$ cat config.mk
export PLATFORM = sky130hd
export DESIGN_NAME = clk_stop_ctrl
export DESIGN_NICKNAME = d
export VERILOG_FILES = /design/src/rtl/cs_pkg.sv /design/src/rtl/cs_pd_detect.sv /design/src/rtl/cs_se_gate.sv /design/src/rtl/cs_diff_cell.sv /design/src/rtl/clk_stop_ctrl.sv
export SDC_FILE = /design/constraint.sdc
export NUM_CORES = 1
export LEC_CHECK = 0
export BUFFER_PORTS_ARGS = -buffer_cell sky130_fd_sc_hd__buf_2
export CORE_MARGIN = 5
export CORE_UTILIZATION = 58
export CTS_BUF_LIST = sky130_fd_sc_hd__clkbuf_2 sky130_fd_sc_hd__clkbuf_4 sky130_fd_sc_hd__clkbuf_8
export DETAILED_ROUTE_END_ITERATION = 7
export GPL_TIMING_DRIVEN = 0
export PLACE_DENSITY = 0.84
export SYNTH_ARGS = -nofsm -noshare
export SYNTH_HDL_FRONTEND = slang
export SYNTH_SLANG_ARGS = --single-unit
$ cat constraint.sdc
create_clock -name clk -period 3.4 [get_ports clk]
set_input_delay 0.17 -clock clk [delete_from_list [all_inputs] [get_ports clk]]
set_output_delay 0.17 -clock clk [all_outputs]
set_load 0.01 [all_outputs]
$ cat src/rtl/cs_pkg.sv
package cs_pkg;
  typedef enum logic [1:0] {
    M_OFF  = 2'd0,
    M_RUN  = 2'd1,
    M_STOP = 2'd2,
    M_PARK = 2'd3
  } diff_mode_e;
endpackage

$ cat src/rtl/cs_pd_detect.sv
module cs_pd_detect #(
  parameter int SYNC_STAGES = 2
) (
  input  logic clk,
  input  logic rst_n,
  input  logic pd_n_async,
  input  logic cpu_src,
  output logic pd_act
);
  localparam int LastStage = SYNC_STAGES - 1;

  logic [SYNC_STAGES-1:0] sync_q;
  logic cpu_prev_q;
  logic hist_q;
  logic pd_s;
  logic comp_rise;

  assign pd_s      = sync_q[LastStage];
  assign comp_rise = cpu_prev_q & ~cpu_src;

  always_ff @(posedge clk or negedge rst_n) begin
    if (!rst_n) begin
      sync_q     <= '1;
      cpu_prev_q <= 1'b0;
      hist_q     <= 1'b1;
      pd_act     <= 1'b0;
    end else begin
      sync_q     <= {sync_q[SYNC_STAGES-2:0], pd_n_async};
      cpu_prev_q <= cpu_src;
      if (comp_rise) begin
        hist_q <= pd_s;
        if (!pd_s && !hist_q) pd_act <= 1'b1;
        else if (pd_s)        pd_act <= 1'b0;
      end
    end
  end

  // entry needs a low sample on this edge and on the one before
  p_pd_two_edges_r1: assert property (@(posedge clk) disable iff (!rst_n)
    $rose(pd_act) |-> ($past(comp_rise) && !$past(pd_s) && !$past(hist_q)));

  // exit only on a complement edge with the pin high
  p_pd_release_r2: assert property (@(posedge clk) disable iff (!rst_n)
    $fell(pd_act) |-> ($past(comp_rise) && $past(pd_s)));
endmodule

$ cat src/rtl/cs_se_gate.sv
module cs_se_gate (
  input  logic clk,
  input  logic rst_n,
  input  logic src_in,
  input  logic en,
  input  logic stop_req,
  input  logic pd_act,
  output logic out_q
);
  logic gate_q;
  logic want;
  logic gate_d;

  always_comb begin
    want   = en & ~stop_req & ~pd_act;
    gate_d = src_in ? gate_q : want;
  end

  always_ff @(posedge clk or negedge rst_n) begin
    if (!rst_n) begin
      gate_q <= 1'b0;
      out_q  <= 1'b0;
    end else begin
      gate_q <= gate_d;
      out_q  <= src_in & gate_d;
    end
  end

  // an output only falls because its source fell
  p_se_fall_aligned_r3: assert property (@(posedge clk) disable iff (!rst_n)
    $fell(out_q) |-> !$past(src_in));

  // an output only rises on a fresh source rising edge
  p_se_rise_fresh_r7: assert property (@(posedge clk) disable iff (!rst_n)
    $rose(out_q) |-> ($past(src_in) && !$past(src_in, 2)));
endmodule

$ cat src/rtl/cs_diff_cell.sv
module cs_diff_cell
  import cs_pkg::*;
#(
  parameter bit PARK_HIGH = 1'b0
) (
  input  logic clk,
  input  logic rst_n,
  input  logic src_in,
  input  logic en,
  input  logic stop_req,
  input  logic pd_act,
  input  logic pd_tri,
  output logic out_t,
  output logic out_c,
  output logic oe_t,
  output logic oe_c
);
  diff_mode_e mode_q, want, mode_d;

  always_comb begin
    if (!en)              want = M_OFF;
    else if (pd_act)      want = pd_tri ? M_OFF : (PARK_HIGH ? M_PARK : M_STOP);
    else if (stop_req)    want = M_STOP;
    else                  want = M_RUN;
    mode_d = src_in ? mode_q : want;
  end

  always_ff @(posedge clk or negedge rst_n) begin
    if (!rst_n) begin
      mode_q <= M_OFF;
      out_t  <= 1'b0;
      out_c  <= 1'b0;
      oe_t   <= 1'b0;
      oe_c   <= 1'b0;
    end else begin
      mode_q <= mode_d;
      unique case (mode_d)
        M_RUN:  begin out_t <= src_in; out_c <= ~src_in; oe_t <= 1'b1; oe_c <= 1'b1; end
        M_STOP: begin out_t <= 1'b0;   out_c <= 1'b1;    oe_t <= 1'b1; oe_c <= 1'b1; end
        M_PARK: begin out_t <= 1'b1;   out_c <= 1'b0;    oe_t <= 1'b1; oe_c <= 1'b0; end
        default: begin out_t <= 1'b0;  out_c <= 1'b0;    oe_t <= 1'b0; oe_c <= 1'b0; end
      endcase
    end
  end

  // the mode only moves while the source is low
  p_diff_mode_on_low_r3: assert property (@(posedge clk) disable iff (!rst_n)
    !$stable(mode_q) |-> !$past(src_in));

  generate
    if (PARK_HIGH) begin : g_park
      // a driven power-down on a low source parks true high, complement released
      p_pd_park_r4: assert property (@(posedge clk) disable iff (!rst_n)
        $past(pd_act && en && !pd_tri && !src_in) |-> (out_t && oe_t && !oe_c));
    end else begin : g_hold
      // a driven power-down on a low source holds the stopped levels
      p_pd_hold_r5: assert property (@(posedge clk) disable iff (!rst_n)
        $past(pd_act && en && !pd_tri && !src_in) |-> (!out_t && out_c && oe_t && oe_c));
    end
  endgenerate

  // a disabled pair released once its source is low
  p_disabled_off_r8: assert property (@(posedge clk) disable iff (!rst_n)
    $past(!en && !src_in) |-> (!oe_t && !oe_c));
endmodule

$ cat src/rtl/clk_stop_ctrl.sv
module clk_stop_ctrl #(
  parameter int N_CPU       = 3,
  parameter int N_SE        = 4,
  parameter int SYNC_STAGES = 2
) (
  input  logic             clk,
  input  logic             rst_n,
  input  logic             pd_n,
  input  logic             sw_run,
  input  logic             cpu_src,
  input  logic [N_CPU-1:0] cpu_en,
  input  logic [N_CPU-1:0] cpu_pd_tri,
  input  logic             lnk_src,
  input  logic             lnk_en,
  input  logic             lnk_stoppable,
  input  logic             lnk_pd_tri,
  input  logic [N_SE-1:0]  se_src,
  input  logic [N_SE-1:0]  se_en,
  input  logic [N_SE-1:0]  se_stoppable,
  output logic [N_CPU-1:0] cpu_t,
  output logic [N_CPU-1:0] cpu_c,
  output logic [N_CPU-1:0] cpu_oe_t,
  output logic [N_CPU-1:0] cpu_oe_c,
  output logic             lnk_t,
  output logic             lnk_c,
  output logic             lnk_oe_t,
  output logic             lnk_oe_c,
  output logic [N_SE-1:0]  se_out
);
  logic pd_act;
  logic sw_stop;

  assign sw_stop = ~sw_run;

  cs_pd_detect #(.SYNC_STAGES(SYNC_STAGES)) u_pd (
    .clk        (clk),
    .rst_n      (rst_n),
    .pd_n_async (pd_n),
    .cpu_src    (cpu_src),
    .pd_act     (pd_act)
  );

  generate
    for (genvar i = 0; i < N_CPU; i++) begin : g_cpu
      cs_diff_cell #(.PARK_HIGH(1'b1)) u_pair (
        .clk      (clk),
        .rst_n    (rst_n),
        .src_in   (cpu_src),
        .en       (cpu_en[i]),
        .stop_req (1'b0),
        .pd_act   (pd_act),
        .pd_tri   (cpu_pd_tri[i]),
        .out_t    (cpu_t[i]),
        .out_c    (cpu_c[i]),
        .oe_t     (cpu_oe_t[i]),
        .oe_c     (cpu_oe_c[i])
      );
    end

    for (genvar j = 0; j < N_SE; j++) begin : g_se
      cs_se_gate u_gate (
        .clk      (clk),
        .rst_n    (rst_n),
        .src_in   (se_src[j]),
        .en       (se_en[j]),
        .stop_req (sw_stop & se_stoppable[j]),
        .pd_act   (pd_act),
        .out_q    (se_out[j])
      );
    end
  endgenerate

  cs_diff_cell #(.PARK_HIGH(1'b0)) u_lnk (
    .clk      (clk),
    .rst_n    (rst_n),
    .src_in   (lnk_src),
    .en       (lnk_en),
    .stop_req (sw_stop & lnk_stoppable),
    .pd_act   (pd_act),
    .pd_tri   (lnk_pd_tri),
    .out_t    (lnk_t),
    .out_c    (lnk_c),
    .oe_t     (lnk_oe_t),
    .oe_c     (lnk_oe_c)
  );

  // processor pairs are never stopped by software alone
  p_cpu_ignores_sw_r6: assert property (@(posedge clk) disable iff (!rst_n)
    $past(!pd_act && !pd_act && cpu_en[0] && !cpu_src) && $past(cpu_en[0] && !pd_act, 2)
      |-> cpu_oe_t[0] && cpu_oe_c[0]);

  // nothing drives right after reset
  p_reset_quiet_r10: assert property (@(posedge clk)
    !rst_n |-> (se_out == '0 && cpu_oe_t == '0 && cpu_oe_c == '0 && !lnk_oe_t && !lnk_oe_c));
endmodule

# Word-level counts from Yosys, hierarchy flattened
# Cells that the tools add are included.
op_classes:
  n_eq_ne: 12
  mux: 39
  bitwise: 26
  n_reduce_logical: 13
ops:
  columns: ["op", "n"]
  rows:
  - ["$mux W2", 17]
  - ["$and A1 B1 Y1", 18]
  - ["$eq A2 B2 Y1 const B", 8]
  - ["$pmux W1 S2", 8]
  - ["$mux W1", 14]
  - ["$reduce_or A3 Y1", 4]
  - ["$eq A2 B1 Y1 const B", 4]
  - ["$not A1 Y1", 8]
  - ["$reduce_or A2 Y1", 4]
  - ["$logic_not A1 Y1", 2]
  - ["$reduce_and A2 Y1", 1]
  - ["$reduce_bool A2 Y1", 1]
  - ["$logic_and A1 B1 Y1", 1]
totals:
  register_bits: 37
  in_bits: 27
  output_inout_bits: 20
  elab_cells: 122

# Depth between registers and ports, before layout
depth:
  word_depth: 9
  mapped_depth: 7
  depth_no_buf: 5

# Cells and area by module
# A second synthesis with hierarchy kept.
hier_totals:
  hier_cells: 135
  area_unflattened_um2: 1702.9
modules_own_cells:
  columns: ["mod", "n_inst", "cells_per_inst", "area_each_um2", "seq_area_each_um2"]
  rows:
  - ["cs_diff_cell at g_cpu[0].u_pair ...", 3, 25, 296.5, 150.1]
  - ["cs_se_gate", 4, 5, 80.1, 50.0]
  - ["cs_diff_cell at u_lnk", 1, 23, 286.5, 150.1]
  - ["cs_pd_detect", 1, 11, 171.4, 128.9]
  - ["clk_stop_ctrl", 1, 6, 35.0, 0.0]

# Worst setup path after synthesis
# No wires, ideal clock.
synth_path:
  path_kind: "reg-to-reg"
  from: "register u_pd.pd_act"
  to: "register g_cpu[2].u_pair.out_c"
  setup_time_ps: 119
  t_arrival_ps: 1291
  required_ps: 3281
  path_slack_ps: 1990
  stages_incl_launch_ff: 7
  path_buffers: 1
  synth_period_minus_slack_ps: 1410
  cell_sequence: "dfrtp_1 -> buf_6 -> nand2_4 -> o31a_1 -> ha_1 -> nor2b_1 -> o21a_1"
synth_between:
  elab_chain_cells: 5
  word_cells_on_any_way: 6
  cone_classes: "eq/ne: 2; mux: 4"
synth_lines:
  columns: ["item", "line", "text"]
  rows:
  - ["start, declared", "cs_pd_detect.sv:8", "output logic pd_act"]
  - ["start signal, assigned", "cs_pd_detect.sv:26", "pd_act <= 1'b0;"]
  - ["start signal, assigned", "cs_pd_detect.sv:32", "if (!pd_s && !hist_q) pd_act <= 1'b1;"]
  - ["start signal, assigned", "cs_pd_detect.sv:33", "else if (pd_s) pd_act <= 1'b0;"]
  - ["$mux W2 *", "cs_diff_cell.sv:22", "else if (pd_act) want = pd_tri ? M_OFF : (PARK_HIGH ? M_PARK : M_STOP);"]
  - ["$mux W2 *", "cs_diff_cell.sv:21", "if (!en) want = M_OFF;"]
  - ["$mux W2 *", "cs_diff_cell.sv:25", "mode_d = src_in ? mode_q : want;"]
  - ["$eq A2 B2 Y1 / $eq A2 B1 Y1 (equally long branches)", "cs_diff_cell.sv:37", "unique case (mode_d)"]
  - ["$pmux W1 S2 *", "cs_diff_cell.sv:37", null]
  - ["end signal, assigned", "cs_diff_cell.sv:38", "M_RUN: begin out_t <= src_in; out_c <= ~src_in; oe_t <= 1'b1; oe_c <= 1'b1; end"]
  - ["end signal, assigned", "cs_diff_cell.sv:39", "M_STOP: begin out_t <= 1'b0; out_c <= 1'b1; oe_t <= 1'b1; oe_c <= 1'b1; end"]
  - ["end signal, assigned", "cs_diff_cell.sv:40", "M_PARK: begin out_t <= 1'b1; out_c <= 1'b0; oe_t <= 1'b1; oe_c <= 1'b0; end"]
  - ["end, declared", "cs_diff_cell.sv:14", "output logic out_c,"]
# Mark *: on every way between the ends. The rest lies on a longest branch, timed or not.
# A chain may end at the register's enable or synchronous reset.

# Worst setup path after layout
layout_path:
  from: "input port cpu_src"
  to: "register g_cpu[2].u_pair.out_c"
layout_between:
  elab_chain_cells: 3
  word_cells_on_any_way: 5
  cone_classes: "eq/ne: 2; mux: 2; bitwise: 1"
layout_lines:
  columns: ["item", "line", "text"]
  rows:
  - ["start, declared", "clk_stop_ctrl.sv:10", "input logic cpu_src,"]
  - ["$mux W2 *", "cs_diff_cell.sv:25", null]
  - ["via g_cpu[2].u_pair.mode_d[0]", "cs_diff_cell.sv:18", "diff_mode_e mode_q, want, mode_d;"]
  - ["$eq A2 B2 Y1 / $eq A2 B1 Y1 (equally long branches)", "cs_diff_cell.sv:37", null]
  - ["$pmux W1 S2 *", "cs_diff_cell.sv:37", null]
# Mark *: on every way through the listed nets, which the timed path passes. The rest lies on a longest branch.

==> summary.md <==
In this run, CTS created clock tree buffers numbering 5. Worst min-delay path category: in2reg. Summing all flip-flop and latch instances after layout gives 930 um2. At the end of routability-driven placement, the weighted congestion stood at 0.739.

The logs give 3.22 mm for the aggregate routed wire length and 52.1% for the fraction of the yosys area taken by sequential cells. After synthesis, the netlist uses 28 different library cells. For the final total power, the log shows 0.976 mW. The net load switching power came out at 0.260 mW.

Yosys attributes the largest share of cell area to sky130_fd_sc_hd__dfrtp_1, sky130_fd_sc_hd__ha_1, sky130_fd_sc_hd__buf_4. The commonest cells after synthesis are sky130_fd_sc_hd__dfrtp_1, sky130_fd_sc_hd__buf_4, sky130_fd_sc_hd__ha_1. The number of levels the H-tree was split into came out at 2. The data arrival time of the critical path was 2070 ps.

The area growth from synthesis to layout is 19.9%. The tools report the area of the multi-input gates as 656 um2. The top-level I/O count came out at 47. In this run the tightest slew margin relative to its limit is 47.6%.

The run gives 0.00214 mm2 as the final design area excluding fillers. The required time at the worst-slack endpoint is 3670 ps, and the largest vdd supply drop is 0.340 mV. For the pin with the worst max-slew slack, the measured transition is 787 ps. In this run the horizontal extent of the chip is 65.4 um. Counting along the longest clock path gives a buffer depth of 2.

In this run the cell area of the synthesized design comes to 0.00178 mm2. The logs give 23.4% for the power share of the combinational group and 1810 ps for the minimum setup slack after placement. In this run, flip-flops and latches consume 52.3% of the power. The final total negative setup slack is 0 ps, and the fraction of layout cells with a size suffix above 1 is 39.2%. sky130_fd_sc_hd__dfrtp_1 is the most common cell in the netlist. Across all setup checks in the final design, the least slack found is 1600 ps. The half-perimeter wire length of the detailed placement result is 2.49 mm, and the synthesized netlist cell count is 149. The number of nets with antenna violations after routing was 0; the flip-flop and latch count after synthesis was 37. Counting flops with a built-in enable in the synthesized netlist gives 0. For the number of antenna violations at the first check in global routing, the log shows 0.

The first global-routing pass estimated 5.51 mm of wire. After clock tree synthesis, the clock-pin slew on the worst setup and hold paths is 100 ps. The area of the placeable core came out at 0.00300 mm2. Per report_power, the clock group accounts for 24.2% of the total.

The tools report the worst clock skew on the final layout as 8.38 ps. The flow ran to the end, and the final reports show no timing, DRC or antenna violations. The portion of the clock cycle consumed by the worst path in the final layout works out to 53.0%. Of all nets on the critical path, the largest fanout is 10. The share of total power consumed by net switching came out at 26.7%. The number of warning messages in the yosys log is 0, and the count of maximum capacitance violations is 0.

Timing would allow up to 555 MHz. The master cell of the clock root buffer was sky130_fd_sc_hd__clkbuf_4. The layout has 219 filler cells. Setup repair after global routing left no endpoint under its margin. The logs give 17.0% for the global-route total usage across every layer and 0 for the number of endpoints failing setup at the final stage. STA classifies the critical path endpoint as a register. The most used flip-flop cell after synthesis is sky130_fd_sc_hd__dfrtp_1. After the first detailed-routing iteration, the DRC count stood at 36. The detailed-route wire length per cell came out at 13.6 um. The via count of the first global-routing pass is 1312. Internal power comes to 0.715 mW.

The sort of element at the start of the critical path is a primary input. The portion of synthesized cell area occupied by the leading cell type is 47.7%, and the clock period minus worst slack is 1800 ps. The later pin in the worst-skew pair is clocked with a latency of 330 ps. Once the floorplan was initialized, standard cells occupied 59.4% of the core. Entering global routing, the biggest net connects 38 pins.

The diode insertion count for antenna repair was 0. The height of the die was 65.4 um; the number of I/O port buffers was 45. In this run the core area contains 20 standard-cell rows.

Dividing the detail-routed via count by the number of cells gives 5.11. The logs give 0 for the hold violation total from the final report and 237 for the number of non-filler instances in the completed layout. The number of remaining DRC errors is 0.

The clock net in this run drives a total of 37 sinks. The logs give 0 for the total count of max-transition violations in the final report and 0.00428 mm2 for the area of the die. The number of detailed-route iterations in the first pass was 4; the average instance area after synthesis was 12.0 um2.

At the end of the flow, the number of nets in the layout was 247. The critical path in this run is classified as in2reg. Dividing total power by cell area gives a power density of 456 mW/mm2. After global routing the overflow that remains totals 0.

Cell type with the highest aggregate area in the netlist: sky130_fd_sc_hd__dfrtp_1. Detailed routing inserted a total of 1211 vias. For this run, asynchronously set or reset flops after synthesis account for 100%.

The total instance count after detailed placement was 227. TritonCTS built the clock tree. The number of nets handed over by synthesis was 192. Counting instances, the worst hold path has a depth of 2. Summed over all cells, the static leakage comes to 1.19 nW.

In this run the cell area measured after placement is 0.00205 mm2. The cell count of the worst reg-to-reg path works out to 6.
-- routing by layer --
| layer | vias to the layer above | share of wire (%) | global-route usage (%) |
|---|---|---|---|
| li1 | 587 | - | - |
| met1 | 581 | 37 | 18.2 |
| met2 | 33 | 54 | 30.1 |
| met3 | 10 | 5.8 | 5.98 |
| met4 | 0 | 2.5 | 7.25 |
| met5 | - | 0 | 0 |
-- logic make-up after synthesis --
logic type	count (synthesis)	synth area share [%]
and+or+nand+nor	32	10.3
muxes	1	0.842
AOI/OAI and AO/OA	33	14.4
DFF	37	52.1
adders and majority gates	16	11.2
buffers and inverters	30	11.1
-- layout by cell type (no fill, tap or decap), drive strengths merged, types with 2 or more instances in the layout --
| master | instances |
|---|---|
| nor2 | 5 |
| buf | 66 |
| o31a | 2 |
| o21a | 10 |
| clkbuf | 7 |
| a21bo | 3 |
| nand2b | 5 |
| o21ai | 6 |
| ha | 16 |
| and2 | 4 |
| a21o | 4 |
| nand3b | 3 |
| inv | 9 |
| dlygate4sd3 | 3 |
| nor2b | 6 |
| nor3b | 2 |
| a31o | 4 |
| o31ai | 2 |
| nand2 | 7 |
| dfrtp | 34 |
| dfstp | 3 |
-- power by group through the flow --
stage	sequential (mW)	combinational [mW]	clock [mW]
after floorplan	0.518	0.147	0
after global placement	0.516	0.219	0
after detailed placement	0.520	0.229	0
after CTS	0.511	0.233	0.246
after global routing	0.517	0.257	0.267
final	0.511	0.229	0.236
-- path summary, 6_finish.rpt --
kind	start	endpoint	slack [ps]
max in group asynchronous	rst_n	g_cpu[2].u_pair.mode_q[1]	2460
min in group asynchronous	rst_n	u_lnk.oe_c	450
hold reg to reg	u_pd.sync_q[0]	u_pd.sync_q[1]	360
setup reg to reg	u_pd.pd_act	g_cpu[0].u_pair.out_c	1780
setup / recovery	cpu_src	g_cpu[2].u_pair.out_c	1600
hold / removal	se_en[3]	register	50
-- cell type report --
class	count	share of cell area, %
Sequential cell	37	43.5
Multi-Input combinational cell	82	30.7
Timing Repair Buffer	48	11.9
Buffer	21	7.67
Clock buffer	7	2.75
Tap cell	33	1.93
Inverter	9	1.58
-- metrics by stage --
step	utilization (%)	hold WS (ps)
after CTS	71.2	37.6
after global routing	71.2	41.8
final	71.2	54.5
after floorplan	-	-126
after detailed placement	68.3	276
after global placement	68.3	275
-- worst max-delay path: stages --
cell,delay [ps]
sky130_fd_sc_hd__dlygate4sd3_1,540
sky130_fd_sc_hd__buf_2,120
sky130_fd_sc_hd__buf_2,170
sky130_fd_sc_hd__buf_2,200
sky130_fd_sc_hd__o21ai_0,340
sky130_fd_sc_hd__ha_1,250
sky130_fd_sc_hd__nor2b_1,150
sky130_fd_sc_hd__o21a_1,120
-- timing repair --
item / CTS / global route
hold endpoints to repair: 36 / 0
resized for setup: 0 / 0
hold buffers: 3 / 0
buffers inserted: 0 / 0
No activity file was read; power rests on OpenSTA's default activity.
